$ cat src/rtl/a429_pkg.sv
package a429_pkg;

  localparam int WORD_W = 32;
  localparam int HALF_W = 16;

  typedef enum logic [2:0] {
    ST_IDLE,
    ST_LOAD,
    ST_DATA,
    ST_NULL,
    ST_GAP
  } tx_state_e;

  // Apply parity to bit 31, then place the bits in line order, so that
  // position 0 is the first bit sent.
  function automatic logic [WORD_W-1:0] frame_word(
    input logic [WORD_W-1:0] w,
    input logic              par_en,
    input logic              par_even
  );
    logic [WORD_W-1:0] p;
    logic [WORD_W-1:0] o;
    p = w;
    if (par_en) p[WORD_W-1] = par_even ? (^w[WORD_W-2:0]) : ~(^w[WORD_W-2:0]);
    for (int k = 0; k < 8; k++) o[k] = p[7-k];
    for (int k = 8; k < WORD_W; k++) o[k] = p[k];
    return o;
  endfunction

endpackage

$ cat src/rtl/a429_word_pack.sv
module a429_word_pack
  import a429_pkg::*;
#(
  parameter int HW = HALF_W
) (
  input  logic          clk,
  input  logic          rst,
  input  logic          wr_en,
  input  logic          wr_upper,
  input  logic [HW-1:0] wr_data,
  output logic          push,
  output logic [2*HW-1:0] push_word
);

  logic [HW-1:0] lo_q;
  logic          lo_valid_q;

  always_ff @(posedge clk) begin
    if (rst) begin
      lo_q       <= '0;
      lo_valid_q <= 1'b0;
      push       <= 1'b0;
      push_word  <= '0;
    end else begin
      push <= 1'b0;
      if (wr_en && !wr_upper) begin
        lo_q       <= wr_data;
        lo_valid_q <= 1'b1;
      end else if (wr_en && wr_upper && lo_valid_q) begin
        push       <= 1'b1;
        push_word  <= {wr_data, lo_q};
        lo_valid_q <= 1'b0;
      end
    end
  end


  commit_src_chk: assert property (@(posedge clk) disable iff (rst)
    push |-> $past(wr_en && wr_upper));

endmodule

$ cat src/rtl/a429_fifo.sv
module a429_fifo #(
  parameter int DW    = 32,
  parameter int DEPTH = 32
) (
  input  logic          clk,
  input  logic          rst,
  input  logic          push,
  input  logic [DW-1:0] push_data,
  input  logic          pop,
  output logic [DW-1:0] pop_data,
  output logic          empty,
  output logic          full
);

  localparam int AW = (DEPTH > 1) ? $clog2(DEPTH) : 1;
  localparam int CW = $clog2(DEPTH + 1);

  logic [DW-1:0] mem [DEPTH];
  logic [AW-1:0] wptr_q, rptr_q;
  logic [CW-1:0] count_q;
  logic          do_push, do_pop;

  assign empty   = (count_q == '0);
  assign full    = (count_q == CW'(DEPTH));
  assign do_push = push && !full;
  assign do_pop  = pop && !empty;

  // Storage without reset so that a RAM block can hold it.
  always_ff @(posedge clk) begin
    if (do_push) mem[wptr_q] <= push_data;
    if (do_pop)  pop_data    <= mem[rptr_q];
  end

  always_ff @(posedge clk) begin
    if (rst) begin
      wptr_q  <= '0;
      rptr_q  <= '0;
      count_q <= '0;
    end else begin
      if (do_push) wptr_q <= (wptr_q == AW'(DEPTH-1)) ? '0 : wptr_q + 1'b1;
      if (do_pop)  rptr_q <= (rptr_q == AW'(DEPTH-1)) ? '0 : rptr_q + 1'b1;
      case ({do_push, do_pop})
        2'b10:   count_q <= count_q + 1'b1;
        2'b01:   count_q <= count_q - 1'b1;
        default: count_q <= count_q;
      endcase
    end
  end


  full_drop_chk: assert property (@(posedge clk) disable iff (rst)
    (full && push && !pop) |=> $stable(count_q));


  depth_bound_chk: assert property (@(posedge clk) disable iff (rst)
    count_q <= CW'(DEPTH));

endmodule

$ cat src/rtl/a429_serializer.sv
module a429_serializer
  import a429_pkg::*;
#(
  parameter int HS_HALF = 5,
  parameter int LS_HALF = 40,
  parameter int HS_GAP  = 40,
  parameter int LS_GAP  = 320
) (
  input  logic              clk,
  input  logic              rst,
  input  logic              enable,
  input  logic              speed_hi,
  input  logic              par_en,
  input  logic              par_even,
  input  logic              fifo_empty,
  output logic              pop,
  input  logic [WORD_W-1:0] pop_data,
  output logic              line_pos,
  output logic              line_neg,
  output logic              busy
);

  localparam int M1   = (HS_HALF > LS_HALF) ? HS_HALF : LS_HALF;
  localparam int M2   = (HS_GAP > LS_GAP) ? HS_GAP : LS_GAP;
  localparam int MAXC = (M1 > M2) ? M1 : M2;
  localparam int CW   = $clog2(MAXC + 1);
  localparam int BW   = $clog2(WORD_W);

  tx_state_e         st_q, st_d;
  logic [CW-1:0]     cnt_q, cnt_d, half_lim, gap_lim;
  logic [BW-1:0]     bit_q, bit_d;
  logic [WORD_W-1:0] sh_q, sh_d;
  logic              spd_q, spd_d, pre_q, pre_d;

  assign half_lim = spd_q ? CW'(HS_HALF - 1) : CW'(LS_HALF - 1);
  assign gap_lim  = spd_q ? CW'(HS_GAP - 1)  : CW'(LS_GAP - 1);
  assign busy     = (st_q != ST_IDLE);

  always_comb begin
    st_d  = st_q;
    cnt_d = cnt_q;
    bit_d = bit_q;
    sh_d  = sh_q;
    spd_d = spd_q;
    pre_d = pre_q;
    pop   = 1'b0;
    case (st_q)
      ST_IDLE: begin
        if (enable && !fifo_empty) begin
          pop  = 1'b1;
          st_d = ST_LOAD;
        end
      end
      ST_LOAD: begin
        st_d  = ST_DATA;
        cnt_d = '0;
        bit_d = '0;
        sh_d  = frame_word(pop_data, par_en, par_even);
        spd_d = speed_hi;
      end
      ST_DATA: begin
        if (cnt_q == half_lim) begin
          st_d  = ST_NULL;
          cnt_d = '0;
        end else begin
          cnt_d = cnt_q + 1'b1;
        end
      end
      ST_NULL: begin
        if (cnt_q == half_lim) begin
          cnt_d = '0;
          if (bit_q == BW'(WORD_W - 1)) begin
            st_d  = ST_GAP;
            pre_d = 1'b0;
          end else begin
            st_d  = ST_DATA;
            bit_d = bit_q + 1'b1;
            sh_d  = sh_q >> 1;
          end
        end else begin
          cnt_d = cnt_q + 1'b1;
        end
      end
      ST_GAP: begin
        if (cnt_q == gap_lim) begin
          pre_d = 1'b0;
          cnt_d = '0;
          if (pre_q) begin
            st_d  = ST_DATA;
            bit_d = '0;
            sh_d  = frame_word(pop_data, par_en, par_even);
            spd_d = speed_hi;
          end else begin
            st_d = ST_IDLE;
          end
        end else begin
          cnt_d = cnt_q + 1'b1;
          // Fetch the next word one cycle early so the gap stays exact.
          if (cnt_q == gap_lim - 1'b1 && enable && !fifo_empty) begin
            pop   = 1'b1;
            pre_d = 1'b1;
          end
        end
      end
      default: st_d = ST_IDLE;
    endcase
  end

  always_ff @(posedge clk) begin
    if (rst) begin
      st_q     <= ST_IDLE;
      cnt_q    <= '0;
      bit_q    <= '0;
      sh_q     <= '0;
      spd_q    <= 1'b1;
      pre_q    <= 1'b0;
      line_pos <= 1'b0;
      line_neg <= 1'b0;
    end else begin
      st_q     <= st_d;
      cnt_q    <= cnt_d;
      bit_q    <= bit_d;
      sh_q     <= sh_d;
      spd_q    <= spd_d;
      pre_q    <= pre_d;
      line_pos <= (st_d == ST_DATA) && sh_d[0];
      line_neg <= (st_d == ST_DATA) && !sh_d[0];
    end
  end


  lines_exclusive_chk: assert property (@(posedge clk) disable iff (rst)
    !(line_pos && line_neg));


  null_quiet_chk: assert property (@(posedge clk) disable iff (rst)
    (st_q == ST_NULL || st_q == ST_GAP) |-> (!line_pos && !line_neg));


  data_hold_chk: assert property (@(posedge clk) disable iff (rst)
    (st_q == ST_DATA && $past(st_q) == ST_DATA) |-> ($stable(line_pos) && $stable(line_neg)));


  pop_nonempty_chk: assert property (@(posedge clk) disable iff (rst)
    pop |-> (!fifo_empty && enable));

endmodule

$ cat src/rtl/a429_tx_top.sv
module a429_tx_top
  import a429_pkg::*;
#(
  parameter int DEPTH   = 32,
  parameter int HS_HALF = 5,
  parameter int LS_HALF = 40,
  parameter int HS_GAP  = 40,
  parameter int LS_GAP  = 320
) (
  input  logic              clk,
  input  logic              rst,
  input  logic              wr_en,
  input  logic              wr_upper,
  input  logic [HALF_W-1:0] wr_data,
  input  logic              tx_enable,
  input  logic              speed_hi,
  input  logic              parity_en,
  input  logic              parity_even,
  output logic              line_pos,
  output logic              line_neg,
  output logic              tx_ready,
  output logic              fifo_full
);

  logic              push, pop, fifo_empty, busy;
  logic [WORD_W-1:0] push_word, pop_data;

  a429_word_pack #(.HW(HALF_W)) u_pack (
    .clk       (clk),
    .rst       (rst),
    .wr_en     (wr_en),
    .wr_upper  (wr_upper),
    .wr_data   (wr_data),
    .push      (push),
    .push_word (push_word)
  );

  a429_fifo #(.DW(WORD_W), .DEPTH(DEPTH)) u_fifo (
    .clk       (clk),
    .rst       (rst),
    .push      (push),
    .push_data (push_word),
    .pop       (pop),
    .pop_data  (pop_data),
    .empty     (fifo_empty),
    .full      (fifo_full)
  );

  a429_serializer #(
    .HS_HALF (HS_HALF),
    .LS_HALF (LS_HALF),
    .HS_GAP  (HS_GAP),
    .LS_GAP  (LS_GAP)
  ) u_ser (
    .clk        (clk),
    .rst        (rst),
    .enable     (tx_enable),
    .speed_hi   (speed_hi),
    .par_en     (parity_en),
    .par_even   (parity_even),
    .fifo_empty (fifo_empty),
    .pop        (pop),
    .pop_data   (pop_data),
    .line_pos   (line_pos),
    .line_neg   (line_neg),
    .busy       (busy)
  );

  assign tx_ready = fifo_empty && !busy;


  reset_quiet_chk: assert property (@(posedge clk)
    rst |=> (!line_pos && !line_neg && !fifo_full && tx_ready));


  ready_idle_chk: assert property (@(posedge clk) disable iff (rst)
    tx_ready |-> (!line_pos && !line_neg));

endmodule

$ cat config.mk
export PLATFORM = sky130hd
export DESIGN_NAME = a429_tx_top
export DESIGN_NICKNAME = d
export VERILOG_FILES = /design/src/rtl/a429_pkg.sv /design/src/rtl/a429_word_pack.sv /design/src/rtl/a429_fifo.sv /design/src/rtl/a429_serializer.sv /design/src/rtl/a429_tx_top.sv
export SDC_FILE = /design/constraint.sdc
export NUM_CORES = 1
export LEC_CHECK = 0
export BUFFER_PORTS_ARGS = -buffer_cell sky130_fd_sc_hd__buf_4
export CORE_ASPECT_RATIO = 1.75
export CORE_MARGIN = 2
export CORE_UTILIZATION = 45
export CTS_BUF_LIST = sky130_fd_sc_hd__clkbuf_4 sky130_fd_sc_hd__clkbuf_8
export CTS_CLUSTER_DIAMETER = 80
export DETAILED_ROUTE_END_ITERATION = 8
export PLACE_DENSITY_LB_ADDON = 0.08
export SLEW_MARGIN = 20
export SYNTH_ARGS = -nofsm -noshare
export SYNTH_HDL_FRONTEND = slang
export SYNTH_SLANG_ARGS = --single-unit
$ cat constraint.sdc
create_clock -name clk -period 5.25 [get_ports clk]
set_input_delay 1.05 -clock clk [delete_from_list [all_inputs] [get_ports clk]]
set_output_delay 1.05 -clock clk [all_outputs]
set_load 0.01 [all_outputs]
## Yosys cells after proc, flatten, opt, wreduce, memory -nomap -nowiden

Memory sizes are Yosys's and may differ from the RTL's. A register that Yosys moved wholly into a read port is not among the register bits.
Cells that the tools add are included.

| storage, ports and cells | value |
|---|---|
| bits in writable memories | 1024 |
| logic and storage cells | 122 |
| flip-flop bits (word level) | 119 |
| memories kept | 1 |

| cells by class | value |
|---|---|
| bitwise operators | 2 |
| reduce and logical (&&, ||, !) cells | 32 |
| mux-type cells | 44 |
| equality and inequality tests | 20 |
| add/sub/neg operators | 7 |

Memory list:

| memory | words | width | read ports | clocked after memory_dff | wr ports | line | text |
|---|---|---|---|---|---|---|---|
| u_fifo.mem | 32 | 32 | 1 | 1 | 1 | a429_fifo.sv:18 | `logic [DW-1:0] mem [DEPTH];` |

Operator list:

| kind | count |
|---|---|
| two-way mux 32 bit | 4 |
| one-hot mux 32 bit (3 select lines) | 1 |
| XOR reduction 31 bit | 1 |
| two-way mux 5 bit | 6 |
| equality test 9 bit | 3 |
| two-way mux 9 bit | 3 |
| one-hot mux 9 bit (3 select lines) | 1 |
| two-way mux 1 bit | 16 |
| adder 5 x 1 -> 5 bit (second input constant) | 3 |
| equality test 5 bit (second input constant) | 3 |
| two-way mux 3 bit | 5 |
| one-hot mux 3 bit (5 select lines) | 1 |
| one-hot mux 5 bit (3 select lines) | 1 |
| one-hot mux 6 bit (2 select lines) | 1 |
| logical AND 1 bit | 11 |
| adder 9 x 1 -> 9 bit (second input constant) | 1 |
| equality test 3 x 2 -> 1 bit (second input constant) | 3 |
| nonzero test 3 bit | 3 |
| subtractor 9 x 1 -> 9 bit (second input constant) | 1 |
| inequality test 2 x 1 -> 1 bit (second input constant) | 4 |
| nonzero test 2 bit | 4 |
| adder 6 x 1 -> 6 bit (second input constant) | 1 |
| equality test 6 bit (second input constant) | 1 |
| logical NOT 6 bit | 1 |
| other kinds (18) | 26 |

## Logic depth before layout (Yosys ltp)

| depth | value |
|---|---|
| word-level depth | 11 |
| depth in mapped cells | 16 |

## Cells and area by module

A second synthesis with hierarchy kept.

| second synthesis, totals | value |
|---|---|
| cell total of the unflattened synthesis | 2392 |
| area total of the unflattened synthesis | 45189.6 um2 |

Modules (own cells, without submodules):

| module | cells each | area an instance (um2) | sequential area each (um2) | times used |
|---|---|---|---|---|
| a429_fifo | 1868 | 40760.3 | 32030.7 | 1 |
| a429_serializer | 305 | 2612.5 | 1061.0 | 1 |
| a429_word_pack | 218 | 1803.0 | 1001.0 | 1 |
| a429_tx_top | 1 | 13.8 | 0.0 | 1 |

## Worst setup path before layout

Ideal clock, no wire load.

| path | value |
|---|---|
| kind | input to register |
| start point | input port tx_enable |
| end point | register u_fifo.count_q[5] |
| arrival time | 4.031 ns |
| stages on the path | 12 |
| setup slack | 1.099 ns |
| buffers on the path | 0 |
| setup time | 0.121 ns |
| path through | o31ai_1 > nor3_1 > nand2_1 > inv_1 > ha_1 > ha_1 > a21o_1 > a21oi_1 > o21bai_1 > a21oi_1 > mux2i_1 > mux2_2 |

| on the way | value |
|---|---|
| word-level cells in the longest chain between the ends | 8 |
| elaborated cells between the ends (all ways) | 12 |
| classes of those cells | eq/ne: 2; mux: 5; reduce/logical: 5 |

Ends and longest elaborated chain:

| what | line | text |
|---|---|---|
| start: declaration | a429_tx_top.sv:15 | `input logic tx_enable,` |
| logical AND 1 bit (2 in series) | a429_serializer.sv:99 | `if (cnt_q == gap_lim - 1'b1 && enable && !fifo_empty) begin` |
| two-way mux 1 bit | a429_serializer.sv:99 |  |
| two-way mux 1 bit | a429_serializer.sv:85 | `if (cnt_q == gap_lim) begin` |
| one-hot mux 1 bit (2 select lines) (*) | a429_serializer.sv:47 | `case (st_q)` |
| logical AND 1 bit (*) | a429_fifo.sv:26 | `assign do_pop = pop && !empty;` |
| net u_fifo.do_pop | a429_fifo.sv:21 | `logic do_push, do_pop;` |
| equality test 2 x 1 -> 1 bit or equality test 2 bit (tied branches) | a429_fifo.sv:42 | `case ({do_push, do_pop})` |
| one-hot mux 6 bit (2 select lines) or nonzero test 2 bit (tied branches) | -- |  |
| end signal: assignment | a429_fifo.sv:43 | `2'b10: count_q <= count_q + 1'b1;` |
| end signal: assignment | a429_fifo.sv:44 | `2'b01: count_q <= count_q - 1'b1;` |
| end signal: assignment | a429_fifo.sv:45 | `default: count_q <= count_q;` |
| end: declaration | a429_fifo.sv:20 | `logic [CW-1:0] count_q;` |

Mark *: on every way through the listed nets, which the timed path passes. The rest lies on a longest branch.
A chain may end at the register's enable or synchronous reset.

## Worst setup path after layout

| path | value |
|---|---|
| start point | register u_fifo.count_q[1] |
| end point | register u_fifo.count_q[5] |

| on the way | value |
|---|---|
| word-level cells in the longest chain between the ends | 9 |
| elaborated cells between the ends (all ways) | 18 |
| classes of those cells | add/sub: 2; eq/ne: 3; mux: 5; reduce/logical: 8 |

Ends and longest elaborated chain:

| what | line | text |
|---|---|---|
| logical NOT 6 bit (*) | a429_fifo.sv:23 | `assign empty = (count_q == '0);` |
| logical NOT 1 bit (*) | a429_fifo.sv:26, a429_serializer.sv:49, a429_serializer.sv:99 |  |
| logical AND 1 bit | a429_serializer.sv:99 |  |
| two-way mux 1 bit | a429_serializer.sv:99 |  |
| two-way mux 1 bit | a429_serializer.sv:85 |  |
| one-hot mux 1 bit (2 select lines) | a429_serializer.sv:47 |  |
| logical AND 1 bit (*) | a429_fifo.sv:26 |  |
| net u_fifo.do_pop | a429_fifo.sv:21 |  |
| equality test 2 x 1 -> 1 bit or equality test 2 bit (tied branches) | a429_fifo.sv:42 |  |
| one-hot mux 6 bit (2 select lines) or nonzero test 2 bit (tied branches) | -- |  |

Marked as above.

==> flow_metrics.py <==
metrics = {
    "logic_synthesis": {
        "synth_cell_types": 55,
        "syn_nets": 2215,
        "netlist_top_cells_count": "1056 x edfxtp_1, 320 x mux4_2, 148 x nand2_1",
        "yosysSeqAreaShare_pct": 75.4,
        "synthAdderAreaFrac_pct": 0.487,
        "synth_ff_type": "edfxtp_1",
        "synth_compound_area_share_pct": 2.26,
        "synth_seq_cells": 1175,
        "synth_top_area_share_pct": 70.1,
        "yosys.cell_count.top_type": "edfxtp_1",
        "netlist_instances": 2174,
        "synth_top_cell_by_area": "edfxtp_1",
        "synthSimpleGateAreaFrac_pct": 2.71,
        "muxShareOfSynthArea_pct": 16.9,
        "synth_area_mm2": 0.0452,
        "yosys_warnings": 0,
        "synthXorXnorAreaFrac_pct": 0.833,
        "synth_enable_flop_cells": 1056,
        "synthArstFlopShare_pct": 0,
        "synth_top_family_by_area": "multiplexers",
        "syn_avg_cell_area_um2": 20.8,
        "synthTopCellsByArea": "edfxtp_1 70%, mux4_2 16%, dfxtp_1 5.3%",
    },
    "clock_tree": {
        "cts-hold-fix-buffers": 0,
        "clock_sinks": 1175,
        "clock_path_buffers": 3,
        "cts_root_buf": "clkbuf_8",
        "cts_max_level": 4,
        "clk_latency_ns": 0.85,
        "clkTransAtPathRegs_ns": 0.07,
        "cts_tree": "yes",
        "cts_resized": 0,
        "cts_buffers": 168,
        "postCtsSetupBuffers": 0,
    },
    "timing": {
        "period_minus_slack_ns": 3.80,
        "hold_viol_final": 0,
        "finalSetupTns_ns": 0,
        "rsz0062_at_grt": "no",
        "fmax_ghz": 0.263,
        "setup_viol_count_final": 0,
        "slew_viol_final": 0,
        "relSlewSlack_pct": 27.1,
        "finalCritPeriodShare_pct": 72.4,
        "fin_skew_ns": 0.0272,
        "worst_pin_slew_ns": 1.09,
    },
    "die": {
        "core-area_mm2": 0.0995,
        "ios": 28,
        "start_util_pct": 45.4,
        "fp.dieW_um": 244,
        "dieArea_mm2": 0.103,
        "num_rows": 153,
        "fp.dieH_um": 423,
    },
    "drt": {
        "wl_mm": 118,
        "drtIter0Drc": 1605,
        "drt-vias-per-instance": 5.79,
        "final_antenna_net_count": 0,
        "dr.pass1.iters": 5,
        "drt-wirelength-per-cell_um": 31.0,
        "vias": 22000,
        "route.detailed.drc": 0,
    },
    "finish": {
        "layout-drive-gt1-share_pct": 32.3,
        "nNetsFinal": 2378,
        "design_area_mm2": 0.0510,
        "final_cells": 3793,
        "area_delta_synth_final_pct": 12.7,
    },
    "pwr": {
        "p_leak_nw": 15.8,
        "p_per_area_mw_per_mm2": 377,
        "peakVddDrop_uv": 259,
    },
    "global_routing": {
        "grt_overflow": 0,
        "grt_pass1_vias": 23400,
        "grt_start_max_net_pins": 68,
        "grt_pass1_wl_mm": 169,
        "grt_usage_pct": 23.3,
        "antenna_found_initial": 2,
    },
    "placement": {
        "dp_cells": 3484,
        "placed_cell_area_mm2": 0.0475,
        "dpl.hpwl_mm": 72.7,
        "portBuffers": 27,
        "place.gp.congestion": 0.792,
    },
    "worst_setup_path": {
        "crit_path_max_incr_delay_ns": 0.56,
        "worstPathArrival_ns": 4.53,
        "cp-startpoint": "u_fifo.count_q[1]",
        "timing.rr.start": "u_fifo.count_q[1]",
        "slowest_stage": "or4_1",
        "critical_path_class": "reg -> reg",
        "startpoint_type": "flip-flop",
        "cp-end-kind": "flip-flop",
        "r2r_slack_ns": 1.45,
        "required_ns": 5.98,
        "path_max_fanout": 9,
        "crit_chain": "or4_1 > o31ai_1 > nor3_1 > nand2_1 > inv_2 > ha_1 > ha_1 > a21o_1 > a21oi_1 > o21bai_1 > a21oi_1 > mux2i_1 > mux2_2",
    },
    "run_status": {
        "status": "finished clean",
    },
    "run": {
        "drv_cap": 0,
    },
    "hold_path": {
        "hold_path_class": "in -> reg",
        "hp-start": "wr_upper",
    },
}
## cells by family (layout without fill, tap and decap cells)
kind of cell | Yosys count | after routing
XOR/XNOR | 43 | 43
flip-flops | 1175 | 1175
buffers and inverters | 137 | 437
multiplexers | 360 | 360
AO/OA/AOI/OAI | 167 | 167
AND/OR/NAND/NOR | 275 | 275
adder cells (fa/ha/maj) | 17 | 17
other | 0 | 2
## critical path, delay by kind of cell (launching register included)
family / cells / cell delay [ns]
buf+inv: 1 / 0.06
simple gates: 3 / 1.02
fa+ha+maj: 2 / 0.59
compound gates: 5 / 1.10
flops: 1 / 0.33
mux: 2 / 0.59
## path summary, 6_finish.rpt
| kind | depth (start not counted) | endpoint |
|---|---|---|
| worst max register to register | 13 | u_fifo.count_q[5] |
| worst max-delay path | 13 | u_fifo.count_q[5] |
| worst min register to register | 2 | u_ser.sh_q[1] |
| worst min-delay path | 2 | u_pack.lo_valid_q |
## placed cells by master (no fill, tap or decap), types with 3 or more instances in the layout
master,Yosys,layout
a211oi_1,5,5
a21o_1,4,4
a21oi_1,99,98
a22oi_1,30,30
and2_1,4,4
and3_1,4,4
and4b_1,3,3
buf_12,0,7
buf_4,19,105
bufinv_16,0,7
clkbuf_4,0,52
clkbuf_8,0,183
clkinv_1,0,34
clkinv_2,0,23
clkinvlp_4,0,5
dfxtp_1,119,102
dfxtp_2,0,13
dfxtp_4,0,4
edfxtp_1,1056,1056
ha_1,16,16
inv_1,17,16
inv_6,0,3
mux2_2,34,34
mux2i_1,6,6
mux4_2,320,320
nand2_1,148,148
nand3_1,11,10
nand3b_1,4,4
nand4_1,4,4
nor2_1,69,37
nor2_4,0,32
nor2b_1,4,4
nor3_1,5,4
o21ai_0,7,7
or3_1,7,7
or4_1,3,3
xnor2_1,34,34
xor2_1,9,9
## stage by stage
step / hold WS, ns / utilization, % / total power (W) / setup slack (ns)
final: 0.434 / 51.2 / 0.0192 / 1.45
after detailed placement: 0.440 / 47.7 / 0.0121 / 1.32
after CTS: 0.336 / 51.2 / 0.0194 / 1.47
after global routing: 0.379 / 51.2 / 0.0199 / 1.18
after global placement: 0.437 / 47.7 / 0.0120 / 1.30
after floorplan: 0.427 / - / 0.0116 / 1.10
## layout make-up
cell class | instances | area, um2
fill | 7984 | 48600
sequential | 1175 | 34100
multi-input combinational | 862 | 10800
clock buffer | 235 | 2910
tap | 1317 | 1650
timing repair buffer | 112 | 928
clock inverter | 72 | 517
inverter | 18 | 67.6
antenna | 2 | 5.00
## power by group
part,switching [W],internal [W]
Clock,0.00345,0.00393
Combinational,0.000763,0.000741
Sequential,0.000147,0.0102
Total,0.00436,0.0148
## routing by layer
layer  GRT usage [%]  wire, um  up-vias
li1                -         -     9259
met1            26.1     42300    11900
met2            43.1     65400      623
met3            4.10      4740      200
met4            10.1      5170        0
met5               0         0        -
## state kept, by name, indices dropped and copies added (netlist names), 3 cells and up
| signal | flops |
|---|---|
| u_fifo.count_q | 6 |
| u_fifo.mem | 1024 |
| u_fifo.pop_data | 32 |
| u_fifo.rptr_q | 5 |
| u_fifo.wptr_q | 5 |
| u_pack.lo_q | 16 |
| u_pack.push_word | 32 |
| u_ser.bit_q | 5 |
| u_ser.cnt_q | 9 |
| u_ser.sh_q | 32 |
| u_ser.st_q | 3 |
Note: power is estimated with default switching activity, not from simulation.
